<file path="src/rtl/dly_wr_queue.sv">
module dly_wr_queue #(
  parameter int DEPTH = 4,
  parameter int CW    = 32
) (
  input  logic          clk,
  input  logic          rst_n,
  input  logic          src_valid,
  input  logic [3:0]    src_cmd,
  input  logic [31:0]   src_addr,
  input  logic          src_addr_par,
  input  logic [31:0]   src_data,
  input  logic [3:0]    src_be,
  input  logic          src_data_par,
  output logic          rsp_valid,
  output logic [1:0]    rsp_code,
  input  logic          order_clear,
  output logic          dst_req,
  output logic [3:0]    dst_cmd,
  output logic [31:0]   dst_addr,
  output logic          dst_addr_par,
  output logic [31:0]   dst_data,
  output logic [3:0]    dst_be,
  output logic          dst_data_par,
  input  logic          dst_done,
  input  logic [1:0]    dst_result,
  input  logic [CW-1:0] retry_limit,
  input  logic          serr_en,
  output logic          sys_err
);
  localparam int AW = (DEPTH > 1) ? $clog2(DEPTH) : 1;
  localparam logic [3:0] CMD_IOW  = 4'b0011;
  localparam logic [3:0] CMD_CFGW = 4'b1011;
  localparam logic [1:0] RES_RETRY = 2'd1;

  logic [3:0]  q_cmd  [DEPTH];
  logic [31:0] q_addr [DEPTH];
  logic [31:0] q_data [DEPTH];
  logic [3:0]  q_be   [DEPTH];
  logic [1:0]  q_res  [DEPTH];
  logic        q_ap   [DEPTH];
  logic        q_dp   [DEPTH];
  logic [DEPTH-1:0] vld, fin, dup;
  logic [AW-1:0]    hd, tl;
  logic [CW-1:0]    tries;

  wire elig = src_valid && (src_cmd == CMD_IOW ||
              (src_cmd == CMD_CFGW && src_addr[1:0] == 2'b01));

  always_comb
    for (int i = 0; i < DEPTH; i++)
      dup[i] = vld[i] && q_cmd[i] == src_cmd && q_addr[i] == src_addr;

  wire hit  = vld[hd] && fin[hd] && q_cmd[hd] == src_cmd && q_addr[hd] == src_addr &&
              q_be[hd] == src_be && q_data[hd] == src_data;
  wire take = elig && hit;
  wire put  = elig && !hit && !(|dup) && !(&vld);

  assign dst_req      = vld[hd] && !fin[hd] && order_clear;
  assign dst_cmd      = q_cmd[hd];
  assign dst_addr     = q_addr[hd];
  assign dst_addr_par = q_ap[hd];
  assign dst_data     = q_data[hd];
  assign dst_be       = q_be[hd];
  assign dst_data_par = q_dp[hd];

  wire dfin   = dst_req && dst_done;
  wire dretry = dfin && dst_result == RES_RETRY;
  wire dgive  = dretry && (tries + 1'b1 == retry_limit);
  wire pop    = take || dgive;
  wire [1:0] code = (q_res[hd] == 2'd0) ? 2'd1 : q_res[hd];

  always_ff @(posedge clk or negedge rst_n) begin
    if (!rst_n) begin
      vld       <= '0;
      fin       <= '0;
      hd        <= '0;
      tl        <= '0;
      tries     <= '0;
      rsp_valid <= 1'b0;
      rsp_code  <= 2'd0;
      sys_err   <= 1'b0;
    end else begin
      rsp_valid <= elig;
      rsp_code  <= take ? code : 2'd0;
      sys_err   <= dgive && serr_en;
      if (put) begin
        q_cmd[tl]  <= src_cmd;
        q_addr[tl] <= src_addr;
        q_ap[tl]   <= src_addr_par;
        q_data[tl] <= src_data;
        q_be[tl]   <= src_be;
        q_dp[tl]   <= src_data_par;
        vld[tl]    <= 1'b1;
        fin[tl]    <= 1'b0;
        tl         <= tl + 1'b1;
      end
      if (dfin && !dretry) begin
        fin[hd]   <= 1'b1;
        q_res[hd] <= dst_result;
        tries     <= '0;
      end
      if (dretry) tries <= dgive ? '0 : tries + 1'b1;
      if (pop) begin
        vld[hd] <= 1'b0;
        hd      <= hd + 1'b1;
      end
    end
  end
endmodule

</file>
<file path="config.mk">
export PLATFORM = sky130hd
export DESIGN_NAME = dly_wr_queue
export DESIGN_NICKNAME = d
export VERILOG_FILES = /design/src/rtl/dly_wr_queue.sv
export SDC_FILE = /design/constraint.sdc
export NUM_CORES = 1
export LEC_CHECK = 0
export BUFFER_PORTS_ARGS = -buffer_cell sky130_fd_sc_hd__buf_2
export CORE_MARGIN = 1
export CORE_UTILIZATION = 55
export CTS_BUF_LIST = sky130_fd_sc_hd__clkbuf_4
export CTS_CLUSTER_DIAMETER = 100
export DETAILED_ROUTE_END_ITERATION = 7
export PLACE_DENSITY = 0.78
export SLEW_MARGIN = 20
export SYNTH_ARGS = -nofsm -noshare
export SYNTH_HDL_FRONTEND = slang
export SYNTH_SLANG_ARGS = --single-unit
export TNS_END_PERCENT = 50
</file>
<file path="constraint.sdc">
create_clock -name clk -period 3.6 [get_ports clk]
set_input_delay 0.9 -clock clk [delete_from_list [all_inputs] [get_ports clk]]
set_output_delay 0.9 -clock clk [all_outputs]
set_load 0.01 [all_outputs]
</file>
==> results of run 1 <==
==> power groups by stage <==
| stage | clock network, mW | registers, mW | logic (mW) |
|---|---|---|---|
| final | 3.56 | 4.58 | 0.716 |
| after detailed placement | 0 | 4.66 | 0.689 |
| after global placement | 0 | 4.66 | 0.669 |
| after floorplan | 0 | 4.64 | 0.375 |
| after CTS | 3.63 | 4.58 | 0.699 |
| after global routing | 3.83 | 4.58 | 0.757 |
==> worst register-to-register path: cells and delay by family, from the launching register on <==
family | cells | cell delay (ns)
flip-flops | 1 | 0.43
buffers and inverters | 1 | 0.19
adder cells (fa/ha/maj) | 1 | 0.21
multiplexers | 1 | 0.28
AO/OA/AOI/OAI | 2 | 0.36
XOR/XNOR | 1 | 0.21
AND/OR/NAND/NOR | 5 | 1.68
==> through the flow <==
step | std cells | setup slack (ns) | cell area [µm²] | utilization (%)
2_1_floorplan | 1271 | -0.0256 | 17800 | -
3_3_place_gp | 1890 | -0.179 | 19900 | 62.6
3_5_place_dp | 1890 | -0.258 | 19900 | 62.6
4_1_cts | 2056 | 0.00885 | 21200 | 66.9
5_1_grt | 2072 | -0.00922 | 21400 | 67.5
6_report | 2074 | 0.0934 | 21400 | 67.5
==> final timing paths <==
kind,endpoint,cells after the start,slack (ns)
worst max-delay path,dst_addr[19],5,0.09
worst min-delay path,q_ap[1],1,0.38
worst max register to register,hd[1],11,0.12
worst min register to register,fin[1],1,0.51
max in group asynchronous,rsp_valid,3,2.13
min in group asynchronous,hd[1],2,0.57
==> flip-flops by register name (all words and copies together), names as in the netlist <==
register,cells
fin,4
hd,2
q_addr,128
q_ap,4
q_be,16
q_cmd,16
q_data,128
q_dp,4
q_res,8
rsp_code,2
rsp_valid,1
sys_err,1
tl,2
tries,32
vld,4
==> area by class of cell <==
class                   instances  share of cell area [%]
flip-flops and latches        352                    48.3
multi-input cells             806                    32.8
repair buffers                324                    10.5
clock buffers                 121                    4.24
well taps                     402                    2.35
clock inverters                40                    1.35
inverters                      22                   0.385
diodes                          7                  0.0818
==> cell usage after synthesis, types with 11 or more instances <==
master and n:
o21ai_0 11, a21oi_1 34, mux2i_1 35, nor3_1 18, a221o_1 21, inv_1 22, nand3_1 39, xnor2_1 152
edfxtp_1 304, buf_2 20, nand4_1 57, dfrtp_1 48, clkbuf_1 55, mux4_2 57, nor4_1 36, nand2_1 36
nor2_1 53, xor2_1 93, and3_1 17
==> layer usage <==
metal  track usage, %  routed length, µm  vias up
met4             12.0               1560        0
li1                 -                  -     5609
met1             42.5              20000     6337
met2             47.1              23400      780
met5                0                  0        -
met3             7.54               5240      108
==> cells by family (layout without fill, tap and decap cells) <==
| kind of cell | Yosys count | after routing | synth area share (%) |
|---|---|---|---|
| buffers and inverters | 113 | 507 | 3.18 |
| AND/OR/NAND/NOR | 309 | 309 | 9.67 |
| XOR/XNOR | 245 | 245 | 12.1 |
| AO/OA/AOI/OAI | 136 | 136 | 5.78 |
| adder cells (fa/ha/maj) | 9 | 9 | 0.633 |
| flip-flops | 352 | 352 | 58.1 |
| other | 0 | 7 | 0 |
| multiplexers | 107 | 107 | 10.6 |
==> repair_timing <==
item | 4_1_cts | 5_1_grt
setup endpoints to repair | 45 | 34
buffers inserted | 2 | 11
gates cloned | 2 | 0
hold endpoints to repair | 6 | 0
resized for setup | 14 | 19
hold buffers | 1 | 0
pin swaps | 4 | 13
==> reports/results.tsv, run 1 <==
stage	metric	value	unit
run_status	status	completed	
sta	Rel. slew slack	41.5	%
cts	Worst-Skew Late Latency	0.77	ns
worst_setup_path	FF-to-FF Start	tries[0]	
placed_design	DP HPWL	35.5	mm
route	WL/cell	24.2	µm
pwr	share of power burned in registers	51.7	%
die	vertical die dimension	182	µm
worst_setup_path	crit path capture type	output port	
grt	global route overflow	0	
sta	period utilization	97.4	%
cells_and_area	Layout area overhead	20.5	%
pwr	internal power	6.66	mW
cells_and_area	multi-input logic area	7030	µm²
cts	CTS Buffer Depth	3	
cts	CTS buffer count	90	
cells_and_area	commonest non-fill, non-tap cell in the layout	edfxtp_1	
worst_setup_path	Req. time, crit path	2.70	ns
grt	initial antenna violation count	6	
logic_synthesis	Yosys warnings	0	
cells_and_area	Final nets	1719	
cts	H-tree depth	3	
die	total die area	33100	µm²
worst_setup_path	most frequent CP cell	mux2i_1	
route	1st-pass router iterations	6	
sta	Final min period	3.51	ns
pwr	Psw	2.20	mW
sta	Final Max Tran Viols	0	
worst_setup_path	CP peak stage delay	0.54	ns
pwr	Pleak	7.88	nW
cts	Worst-path clk slew	0.07	ns
pwr	sw frac	24.9	%
route	# DRC	0	
logic_synthesis	Main synth FF type	edfxtp_1	
grt	largest net degree at the start of global routing	47	
cts	# clock sinks	352	
cts	CTS tree	done	
min_path	Hold/Removal Path Class	in -> reg	
pwr	peak supply drop	0.000331	V
pwr	Power Density	414	nW/µm²
cells_and_area	commonest cells after routing, fill and taps aside	edfxtp_1 (304), buf_2 (192), xnor2_1 (150)	
grt	number of global-route vias before repair	12725	
logic_synthesis	Mapped Nets	1394	
cells_and_area	Fill cells	2229	
sta	final hold violations	0	
die	row cnt	65	
sta	Hold WS	0.376	ns
cts	Root Driver	clkbuf_4	
worst_setup_path	Worst setup SP type	flop	
grt	global-route wire length before repair	75.4	mm
placed_design	GP Congestion	0.947	
route	vias	12834	
cells_and_area	register area	10300	µm²
placed_design	IO buf count	192	
worst_setup_path	crit-path cells	buf_8 -> buf_6 -> mux2i_1 -> mux2i_1 -> buf_2	
sta	Fmax achieved	0.285	GHz
grt	Total GRT Usage	30.8	%
min_path	Hold Startpoint	src_addr_par	
sta	Final setup viols	0	
worst_setup_path	crit-path max FO	24	
die	Core Footprint	31700	µm²
worst_setup_path	Crit. Startpoint	hd[1]	
logic_synthesis	Yosys top cell by area	edfxtp_1	
route	DR iter-0 viols	1284	
worst_setup_path	CP max stage cell	dfrtp_4	
route	number of nets with antenna violations after routing	0	
worst_setup_path	worst setup path class	reg -> out	
die	Die X	182	µm
pwr	Logic pwr share	8.1	%
logic_synthesis	mapped cell area	17800	µm²
job	Max Cap Viol	0	
pwr	clock network fraction of total power	40.2	%
route	vias per cell	6.19	
cells_and_area	share of cells above drive strength 1	34.0	%
sta	Final Skew	0.0497	ns
die	Starting Density	56.1	%
sta	Least-Margin Pin Slew	0.870	ns
logic_synthesis	syn avg cell area	14.0	µm²
logic_synthesis	top-area cell type share of the netlist area	51.3	%
logic_synthesis	post-synthesis sequential element count	352	
worst_setup_path	CP Buf/Inv Count	3	
pwr	Pwr Total	8.86	mW
sta	setup TNS	0	ns
logic_synthesis	post-synth cell types	71	
worst_setup_path	cell family with most CP delay	buffers and inverters	
logic_synthesis	cells taking the most area after synthesis	edfxtp_1 (51%), xnor2_1 (7.5%), mux4_2 (7.2%)	
logic_synthesis	cells after synthesis	1271	
logic_synthesis	ys async rst share	13.6	%
route	final wirelength	50.2	mm
worst_setup_path	WP data arrival	2.61	ns
logic_synthesis	post-synthesis sequential area ratio	58.1	%
logic_synthesis	Post-synth EDFFs	304	
die	IO Count	193	
(Power assumes the default switching activity.)
==> run 2: changes to the inputs <==
Settings changed: PLACE_DENSITY 0.78 to 0.84.
==> run 2 against run 1 <==
Die area unchanged. Hold slack got worse by 0.012 ns. Sequential share of layout area increased by 0.43 points. Clock skew increased by 0.029 ns. Sequential power about the same. Non-clock buffer count decreased by 13. Sequential cell count unchanged. Largest cell class unchanged.
==> reports/results.tsv, run 2 (synthesized netlist as in run 1, its figures left out) <==
stage	metric	value	unit
cells_and_area	commonest non-fill, non-tap cell in the layout	edfxtp_1	
grt	Total GRT Usage	31.0	%
worst_setup_path	crit path capture type	flop	
pwr	Power Density	412	nW/µm²
die	Die X	182	µm
grt	initial antenna violation count	6	
cells_and_area	Final nets	1706	
sta	Rel. slew slack	55.6	%
route	vias	12968	
cts	H-tree depth	3	
placed_design	Placed Instances	1873	
die	Starting Density	56.1	%
grt	global route overflow	0	
cells_and_area	register area	10300	µm²
die	total die area	33100	µm²
cts	Worst-path clk slew	0.06	ns
die	vertical die dimension	182	µm
cells_and_area	share of cells above drive strength 1	33.5	%
worst_setup_path	crit-path max FO	4	
worst_setup_path	worst setup path class	reg -> reg	
pwr	Pleak	7.73	nW
die	IO Count	193	
placed_design	DP HPWL	35.6	mm
sta	Final Skew	0.0785	ns
cts	CTS tree	done	
cells_and_area	Largest regs	q_addr (128), q_data (128), tries (32)	
cells_and_area	multi-input logic area	7030	µm²
sta	Final min period	3.55	ns
sta	Final setup viols	0	
die	row cnt	65	
pwr	Pwr Total	8.74	mW
sta	RSZ-0062 raised after global routing	yes	
placed_design	IO buf count	192	
worst_setup_path	WP data arrival	4.17	ns
route	DR iter-0 viols	1660	
route	1st-pass router iterations	6	
grt	number of global-route vias before repair	12714	
cells_and_area	Fill cells	2193	
sta	setup TNS	0	ns
sta	Fmax achieved	0.282	GHz
sta	Final Max Tran Viols	0	
cells_and_area	Layout Cells excl Fill	2054	
cts	Worst-Skew Late Latency	0.80	ns
sta	Least-Margin Pin Slew	0.660	ns
grt	largest net degree at the start of global routing	50	
sta	final hold violations	0	
route	WL/cell	24.8	µm
cells_and_area	Layout area overhead	19.4	%
pwr	peak supply drop	0.000396	V
cts	CTS Buffer Depth	3	
die	Core Footprint	31700	µm²
sta	period utilization	98.6	%
cts	Root Driver	clkbuf_4	
worst_setup_path	Req. time, crit path	4.22	ns
route	final wirelength	50.9	mm
route	number of nets with antenna violations after routing	0	
placed_design	GP Congestion	0.993	
run_status	status	completed	
sta	Hold WS	0.363	ns
route	vias per cell	6.31	
cts	# clock sinks	352	
job	Max Cap Viol	0	
grt	global-route wire length before repair	76.4	mm
worst_setup_path	Worst setup SP type	flop	
cts	CTS buffer count	90	
route	# DRC	0	
min_path	Hold/Removal Path Class	in -> reg	
cells_and_area	Final Util	67.0	%
cells_and_area	commonest cells after routing, fill and taps aside	edfxtp_1 (304), buf_2 (192), xnor2_1 (150)	
## run 2: what timing repair did
action                                  in CTS  in global routing
pin swaps                                    4                  6
gates cloned                                 1                  0
endpoints found under the setup margin      23                 35
setup buffers                                3                 15
endpoints found under the hold margin        6                  0
gates resized for setup                     15                 18
hold buffers                                 1                  0
## run 2: final timing paths
check | from | endpoint | slack (ns) | cells past startpoint
hold / removal | src_data[5] | q_data[0][5] | 0.36 | 1
setup / recovery | hd[0] | hd[1] | 0.05 | 10
hold reg to reg | fin[1] | fin[1] | 0.51 | 1
max in group asynchronous | rst_n | tries[3] | 2.07 | 3
min in group asynchronous | rst_n | vld[2] | 0.54 | 2
setup reg to reg | hd[0] | hd[1] | 0.05 | 10
## run 2: cell type report
class / instances / share of cell area [%]
clock buffers: 125 / 4.42
diodes: 5 / 0.0589
clock inverters: 31 / 0.919
multi-input cells: 806 / 33.1
well taps: 402 / 2.37
flip-flops and latches: 352 / 48.7
repair buffers: 311 / 10.1
inverters: 22 / 0.389
## run 2: where the power goes
part | total (mW) | internal [mW] | switching, mW
combinational | 0.705 | 0.267 | 0.439
clock | 3.45 | 1.76 | 1.69
sequential | 4.59 | 4.51 | 0.0771
total | 8.74 | 6.53 | 2.21
## run 2: stage by stage
step | setup slack (ns) | area [µm²]
6_report | 0.0496 | 21200
5_1_grt | -0.0540 | 21200
4_1_cts | 0.00728 | 21000
3_5_place_dp | -0.440 | 19800
3_3_place_gp | -0.349 | 19800
2_1_floorplan | -0.0256 | 17800
## run 2: worst max-delay path, cell delays in order (launching register included)
cell and delay, ns:
dfrtp_4 0.53, buf_12 0.15, mux4_2 0.44, xor2_1 0.18, nor4_2 0.38, nand2_1 0.20
a2111oi_4 0.24, or4b_4 0.52, nor4_4 0.35, a21o_4 0.15, mux2_4 0.29
## run 2: per-layer routing
layer | track usage, % | share of wire, %
met5 | 0 | 0.024
met3 | 7.72 | 10
met4 | 13.2 | 3.8
met1 | 41.9 | 40
met2 | 47.9 | 46
